<file path="config.mk">
export PLATFORM = sky130hd
export DESIGN_NAME = adc_accum_filter
export DESIGN_NICKNAME = d
export VERILOG_FILES = /design/src/rtl/adc_af_pkg.sv /design/src/rtl/adc_af_ctrl.sv /design/src/rtl/adc_af_accum.sv /design/src/rtl/adc_af_hist.sv /design/src/rtl/adc_accum_filter.sv
export SDC_FILE = /design/constraint.sdc
export NUM_CORES = 1
export LEC_CHECK = 0
export CAP_MARGIN = 30
export CORE_ASPECT_RATIO = 1.25
export CORE_MARGIN = 8
export CORE_UTILIZATION = 33
export DETAILED_ROUTE_END_ITERATION = 7
export DONT_BUFFER_PORTS = 1
export GPL_TIMING_DRIVEN = 0
export MAX_ROUTING_LAYER = met4
export PLACE_DENSITY = 0.53
export RECOVER_POWER = 100
export SYNTH_ARGS = -nofsm -noshare
export SYNTH_HDL_FRONTEND = slang
export SYNTH_SLANG_ARGS = --single-unit
</file>
<file path="constraint.sdc">
create_clock -name clk -period 7.9 [get_ports clk]
set_input_delay 0.395 -clock clk [delete_from_list [all_inputs] [get_ports clk]]
set_output_delay 0.395 -clock clk [all_outputs]
set_load 0.005 [all_outputs]
</file>
<file path="src/rtl/adc_af_pkg.sv">
package adc_af_pkg;

  localparam logic [2:0] MD_BASIC = 3'd0;
  localparam logic [2:0] MD_ACCUM = 3'd1;
  localparam logic [2:0] MD_AVG   = 3'd2;
  localparam logic [2:0] MD_BURST = 3'd3;
  localparam logic [2:0] MD_LPF   = 3'd4;

  typedef struct packed {
    logic [2:0] mode;
    logic [2:0] shift;
    logic       psel;
  } af_cfg_t;

endpackage

</file>
<file path="src/rtl/adc_af_ctrl.sv">
module adc_af_ctrl
  import adc_af_pkg::*;
(
  input  logic       clk,
  input  logic       rst,
  input  logic       cfg_wr,
  input  logic [2:0] cfg_mode,
  input  logic [2:0] cfg_shift,
  input  logic       cfg_psel,
  input  logic       cfg_clr,
  output af_cfg_t    cfg_o,
  output logic       clr_busy_o
);

  af_cfg_t cfg_q;
  logic    clr_q;

  always_ff @(posedge clk) begin
    if (rst) begin
      cfg_q <= '0;
      clr_q <= 1'b0;
    end else begin
      if (cfg_wr) begin
        cfg_q.mode  <= cfg_mode;
        cfg_q.shift <= cfg_shift;
        cfg_q.psel  <= cfg_psel;
      end
      // the clear request lives exactly one cycle unless re-requested
      clr_q <= cfg_wr & cfg_clr;
    end
  end

  assign cfg_o      = cfg_q;
  assign clr_busy_o = clr_q;

endmodule

</file>
<file path="src/rtl/adc_af_accum.sv">
module adc_af_accum
  import adc_af_pkg::*;
#(
  parameter int SAMPLE_W = 12,
  parameter int ACC_W    = 18,
  parameter int CNT_W    = 8
) (
  input  logic                clk,
  input  logic                rst,
  input  af_cfg_t             cfg,
  input  logic                clr_busy,
  input  logic                smp_valid,
  input  logic [SAMPLE_W-1:0] smp_data,
  input  logic [CNT_W-1:0]    rpt_count,
  output logic [ACC_W-1:0]    acc_o,
  output logic [CNT_W-1:0]    cnt_o,
  output logic                ovf_o,
  output logic [ACC_W-1:0]    filt_o
);

  localparam int PAD_W = ACC_W - SAMPLE_W;
  localparam int SUM_W = ACC_W + 1;

  logic [ACC_W-1:0] acc_q, acc_n, filt_q, filt_n;
  logic [CNT_W-1:0] cnt_q, cnt_n;
  logic             ovf_q, ovf_n;

  logic [ACC_W-1:0] ext, base, leak, wrapped;
  logic [SUM_W-1:0] sum, lpf_full;
  logic [CNT_W-1:0] cnt_inc, cnt_sat;
  logic             done;

  assign ext     = {{PAD_W{1'b0}}, smp_data};
  // burst mode restarts from the sample itself when no burst is open
  assign base    = (cfg.mode == MD_BURST && cnt_q == '0) ? '0 : acc_q;
  assign sum     = {1'b0, base} + {1'b0, ext};
  assign wrapped = sum[ACC_W-1:0];
  assign leak    = acc_q >> cfg.shift;
  assign lpf_full = {1'b0, acc_q} + {1'b0, ext} - {1'b0, leak};
  assign cnt_inc = cnt_q + 1'b1;
  assign cnt_sat = (&cnt_q) ? cnt_q : cnt_inc;
  assign done    = (cnt_inc == rpt_count);

  always_comb begin
    acc_n  = acc_q;
    cnt_n  = cnt_q;
    ovf_n  = ovf_q;
    filt_n = filt_q;
    if (clr_busy) begin
      acc_n = '0;
      cnt_n = '0;
      ovf_n = 1'b0;
    end else if (smp_valid) begin
      unique case (cfg.mode)
        MD_ACCUM: begin
          acc_n  = wrapped;
          ovf_n  = ovf_q | sum[ACC_W];
          cnt_n  = cnt_sat;
          filt_n = wrapped >> cfg.shift;
        end
        MD_AVG, MD_BURST: begin
          ovf_n = ovf_q | sum[ACC_W];
          if (done) begin
            filt_n = wrapped >> cfg.shift;
            acc_n  = '0;
            cnt_n  = '0;
          end else begin
            acc_n = wrapped;
            cnt_n = cnt_inc;
          end
        end
        MD_LPF: begin
          acc_n  = lpf_full[ACC_W-1:0];
          ovf_n  = ovf_q | lpf_full[ACC_W];
          filt_n = lpf_full[ACC_W-1:0] >> cfg.shift;
        end
        default: begin
          filt_n = ext;
        end
      endcase
    end
  end

  always_ff @(posedge clk) begin
    if (rst) begin
      acc_q  <= '0;
      cnt_q  <= '0;
      ovf_q  <= 1'b0;
      filt_q <= '0;
    end else begin
      acc_q  <= acc_n;
      cnt_q  <= cnt_n;
      ovf_q  <= ovf_n;
      filt_q <= filt_n;
    end
  end

  assign acc_o  = acc_q;
  assign cnt_o  = cnt_q;
  assign ovf_o  = ovf_q;
  assign filt_o = filt_q;

endmodule

</file>
<file path="src/rtl/adc_af_hist.sv">
module adc_af_hist #(
  parameter int SAMPLE_W = 12,
  parameter int ACC_W    = 18
) (
  input  logic                clk,
  input  logic                rst,
  input  logic                smp_valid,
  input  logic [SAMPLE_W-1:0] smp_data,
  input  logic                soc,
  input  logic                psel,
  input  logic [ACC_W-1:0]    filt,
  output logic [SAMPLE_W-1:0] res_o,
  output logic [ACC_W-1:0]    prev_o
);

  localparam int PAD_W = ACC_W - SAMPLE_W;

  logic [SAMPLE_W-1:0] res_q;
  logic [ACC_W-1:0]    prev_q;

  always_ff @(posedge clk) begin
    if (rst) begin
      res_q  <= '0;
      prev_q <= '0;
    end else begin
      if (smp_valid) res_q <= smp_data;
      if (soc) prev_q <= psel ? filt : {{PAD_W{1'b0}}, res_q};
    end
  end

  assign res_o  = res_q;
  assign prev_o = prev_q;

endmodule

</file>
<file path="src/rtl/adc_accum_filter.sv">
module adc_accum_filter
  import adc_af_pkg::*;
#(
  parameter int SAMPLE_W = 12,
  parameter int ACC_W    = 18,
  parameter int CNT_W    = 8
) (
  input  logic                clk,
  input  logic                rst,
  input  logic                soc,
  input  logic                res_valid,
  input  logic [SAMPLE_W-1:0] res_data,
  input  logic                cfg_wr,
  input  logic [2:0]          cfg_mode,
  input  logic [2:0]          cfg_shift,
  input  logic                cfg_psel,
  input  logic                cfg_clr,
  input  logic [CNT_W-1:0]    rpt_count,
  output logic [ACC_W-1:0]    acc_o,
  output logic [CNT_W-1:0]    cnt_o,
  output logic                ovf_o,
  output logic [ACC_W-1:0]    filt_o,
  output logic [SAMPLE_W-1:0] res_o,
  output logic [ACC_W-1:0]    prev_o,
  output logic                clr_busy_o
);

  af_cfg_t    cfg;
  logic       clr_busy;
  logic [2:0] mode_q;
  logic       psel_q;

  adc_af_ctrl u_ctrl (
    .clk        (clk),
    .rst        (rst),
    .cfg_wr     (cfg_wr),
    .cfg_mode   (cfg_mode),
    .cfg_shift  (cfg_shift),
    .cfg_psel   (cfg_psel),
    .cfg_clr    (cfg_clr),
    .cfg_o      (cfg),
    .clr_busy_o (clr_busy)
  );

  adc_af_accum #(
    .SAMPLE_W (SAMPLE_W),
    .ACC_W    (ACC_W),
    .CNT_W    (CNT_W)
  ) u_accum (
    .clk       (clk),
    .rst       (rst),
    .cfg       (cfg),
    .clr_busy  (clr_busy),
    .smp_valid (res_valid),
    .smp_data  (res_data),
    .rpt_count (rpt_count),
    .acc_o     (acc_o),
    .cnt_o     (cnt_o),
    .ovf_o     (ovf_o),
    .filt_o    (filt_o)
  );

  adc_af_hist #(
    .SAMPLE_W (SAMPLE_W),
    .ACC_W    (ACC_W)
  ) u_hist (
    .clk       (clk),
    .rst       (rst),
    .smp_valid (res_valid),
    .smp_data  (res_data),
    .soc       (soc),
    .psel      (cfg.psel),
    .filt      (filt_o),
    .res_o     (res_o),
    .prev_o    (prev_o)
  );

  assign mode_q     = cfg.mode;
  assign psel_q     = cfg.psel;
  assign clr_busy_o = clr_busy;

endmodule

</file>
==> results.cfg <==
[cts]
cts_hold_buf = 0
cts_buffer_depth = 2
cts_tree = built
numCtsBuffers = 9
ctsRootBufferMaster = clkbuf_16
cts_resized = 0
clkTransAtPathRegs_ns = 0.07
cts.htree.levels = 3
clk_latency_ns = 0.35
cts_setup_buffers = 0
cts_sinks = 83

[global_route]
grt_max_degree = 16
track_usage_pct = 20.28
grt_antenna_before_repair = 0
grt_pass1_vias = 7361
grt_pass1_wl_mm = 43.77
grt_overflow = 0

[timing]
clock.fmax_mhz = 143.8
finalMaxSlewViolations = 0
min_period_ns = 6.956
finalSetupTns_ns = 0
tightest_slew_ns = 0.9656
period_share_pct = 88.05
skew_ns = 0.01436
slew_headroom_pct = 35.07
setup_viol = 0
hold_violations = 0
rsz0062_at_grt = false

[min_path]
hold_path_end = u_ctrl.cfg_o[5]
min_path_cells = 2
hold_class = input pin to flop
min-delay-start = cfg_mode[1]

[worst_setup_path]
cp_data_required_time_ns = 8.15
cp-end-kind = flop
cp_slowest_stage_delay_ns = 0.78
r2r-end = u_accum.filt_o[13]
worst-setup-path-type = flop to flop
slowest_stage = o31ai_1
r2r_cells = 19
worstSetupStartpointType = flop
cpMostUsedCell = clkbuf_1
rrSetupSlack_ns = 0.94
crit_chain = clkbuf_1, clkbuf_1, clkbuf_1, clkbuf_1, nand2_1, a21oi_1, a21oi_1, fa_1, inv_1, ha_1, nor2b_1, o31ai_1, a21oi_1, o41ai_1, mux2i_1, nand2_1, mux4_2, mux2_4, a22o_1
crit_fanout = 10
reg2reg_from = u_ctrl.cfg_o[1]
arrival_ns = 7.20

[floorplanning]
io_pins = 109
die_y_um = 185.9
dieWidth_um = 151.9
row_count = 62
dieArea_um2 = 28230
core_area_um2 = 22810
start_util_pct = 33.39

[finish]
drive_above_1_share_pct = 7.214
n_fill_cell = 2464
num_antenna_cells = 0
layout.nets = 1078
final_cell_area_um2 = 8267
final_common_cell = a21oi_1
areaGrowthSynthToFinish_pct = 8.543
final_cell_mix = a21oi_1 (86), nand2_1 (85), dfxtp_1 (83)

[synth]
syn_nets = 1065
ys_warn_count = 0
syn_avg_cell_area_um2 = 7.771
async_reset_ff_share_pct = 0
synth-edff-count = 0
synthFlopType = dfxtp_1
synthDistinctLibCells = 90
ys_seq_area_share_pct = 21.82
syn-instance-count = 980
synth-seq-cells = 83
syn_area_um2 = 7616

[placed_design]
gp_congestion = 0.9387
hpwl_mm = 22.95
io_buffer_count = 0
dpl_cell_area_um2 = 7981

[drt]
drt-initial-drc-count = 508
detail_route.drc_violations = 0
antenna_left = 0
vias = 7543
dr.pass1.iters = 5
routedWlPerCell_um = 22.34
avgViaCountPerCell = 5.865
routed_wirelength_mm = 28.73

[outcome]
status = finished clean

[power_and_ir_drop]
seq_power_share_pct = 28.9
p_int_mw = 0.9743
p_sw_mw = 0.6778
p_comb_share_pct = 43.6
power_density_nw_per_um2 = 199.9
power_frac_clock_pct = 27.6
vdd_drop_max_mv = 0.1993
cellLeakagePower_nw = 3.225
swShare_pct = 41.03

[run]
drv_cap = 0
-- state kept, by name (all words and copies together), names as in the netlist --
register           count
u_hist.res_o          12
u_accum.cnt_o          8
u_ctrl.cfg_o           7
u_accum.filt_o        18
u_hist.prev_o         18
u_ctrl.clr_busy_o      1
u_accum.ovf_o          1
u_accum.acc_o         18
-- area by class of cell --
cell class	count	area (µm²)	area share, %
clock inverters	6	71.32	0.8627
well taps	288	360.3	4.359
clock buffers	10	239.0	2.891
repair buffers	2	7.507	0.09081
multi-input cells	761	5375	65.02
inverters	64	240.2	2.906
plain buffers	72	311.5	3.769
flip-flops and latches	83	1662	20.10
-- logic make-up (layout without fill, tap and decap cells) --
| kind of cell | Yosys count | after routing | synth area share, % |
|---|---|---|---|
| buf+inv | 136 | 154 | 7.261 |
| fa+ha+maj | 52 | 52 | 9.824 |
| flops | 83 | 83 | 21.82 |
| mux | 71 | 71 | 10.81 |
| compound gates | 303 | 303 | 26.94 |
| simple gates | 307 | 307 | 20.12 |
| xor+xnor | 28 | 28 | 3.220 |
-- worst max-delay path, delay by kind of cell, from the launching register on --
family | cells | cell delay, ns
muxes | 3 | 1.27
buffers and inverters | 5 | 2.04
DFF | 1 | 0.36
adders and majority gates | 2 | 0.85
AOI/OAI and AO/OA | 6 | 1.95
and+or+nand+nor | 3 | 0.37
-- power groups by stage --
stage,Combinational (mW),Sequential (mW),Clock (mW)
floorplan,0.535,0.472,0
global placement,0.714,0.488,0
detailed placement,0.713,0.488,0
CTS,0.717,0.478,0.464
global route,0.786,0.481,0.480
finish,0.720,0.477,0.456
-- per-stage QoR --
stage	setup slack (ns)	utilization (%)	hold WS (ns)	std cells	power (mW)
finish	0.9442	36.25	0.1947	1286	1.652
global route	0.4217	36.25	0.1990	1286	1.746
CTS	1.168	36.36	0.1867	1285	1.660
detailed placement	1.217	35.00	0.4817	1269	1.201
global placement	1.216	34.97	0.4800	1268	1.201
floorplan	2.912	-	0.4604	980	1.007
-- per-layer routing --
metal / vias up / wire length [µm] / global-route usage, %
met5: - / 0 / -
met1: 3621 / 11860 / 23.13
met4: 0 / 1037 / 8.251
met3: 55 / 1948 / 3.722
met2: 265 / 13880 / 34.70
li1: 3602 / - / -
-- cell usage after synthesis, types with 10 or more instances --
library cell | number | area share [%]
xnor2_1 | 18 | 2.1
buf_1 | 12 | 0.59
a21o_1 | 11 | 1.1
inv_1 | 64 | 3.2
and3_1 | 14 | 1.1
nand2b_1 | 17 | 1.4
clkbuf_1 | 40 | 2.0
xor2_1 | 10 | 1.1
ha_1 | 39 | 6.4
dfxtp_1 | 83 | 22
nor3_1 | 10 | 0.66
fa_1 | 13 | 3.4
a21oi_1 | 86 | 5.7
buf_2 | 16 | 1.1
nand2_1 | 85 | 4.2
nor2_1 | 75 | 3.7
nor2b_1 | 11 | 0.90
mux2i_1 | 56 | 7.4
a31oi_1 | 28 | 2.3
o21ai_0 | 54 | 3.5
a211oi_1 | 25 | 2.5
nand3_1 | 38 | 2.5
-- how the worst max path moves through the flow --
stage / from / end / slack, ns / cells past startpoint
floorplan: u_ctrl.cfg_o[1] / u_accum.filt_o[13] / 2.91 / 20
global placement: u_ctrl.cfg_o[1] / u_accum.filt_o[13] / 1.22 / 18
detailed placement: u_ctrl.cfg_o[1] / u_accum.filt_o[13] / 1.22 / 18
CTS: u_ctrl.cfg_o[1] / u_accum.filt_o[13] / 1.17 / 18
global route: u_ctrl.cfg_o[1] / u_accum.filt_o[13] / 0.42 / 19
finish: u_ctrl.cfg_o[1] / u_accum.filt_o[13] / 0.94 / 19
Note: power is estimated with default switching activity, not from simulation.
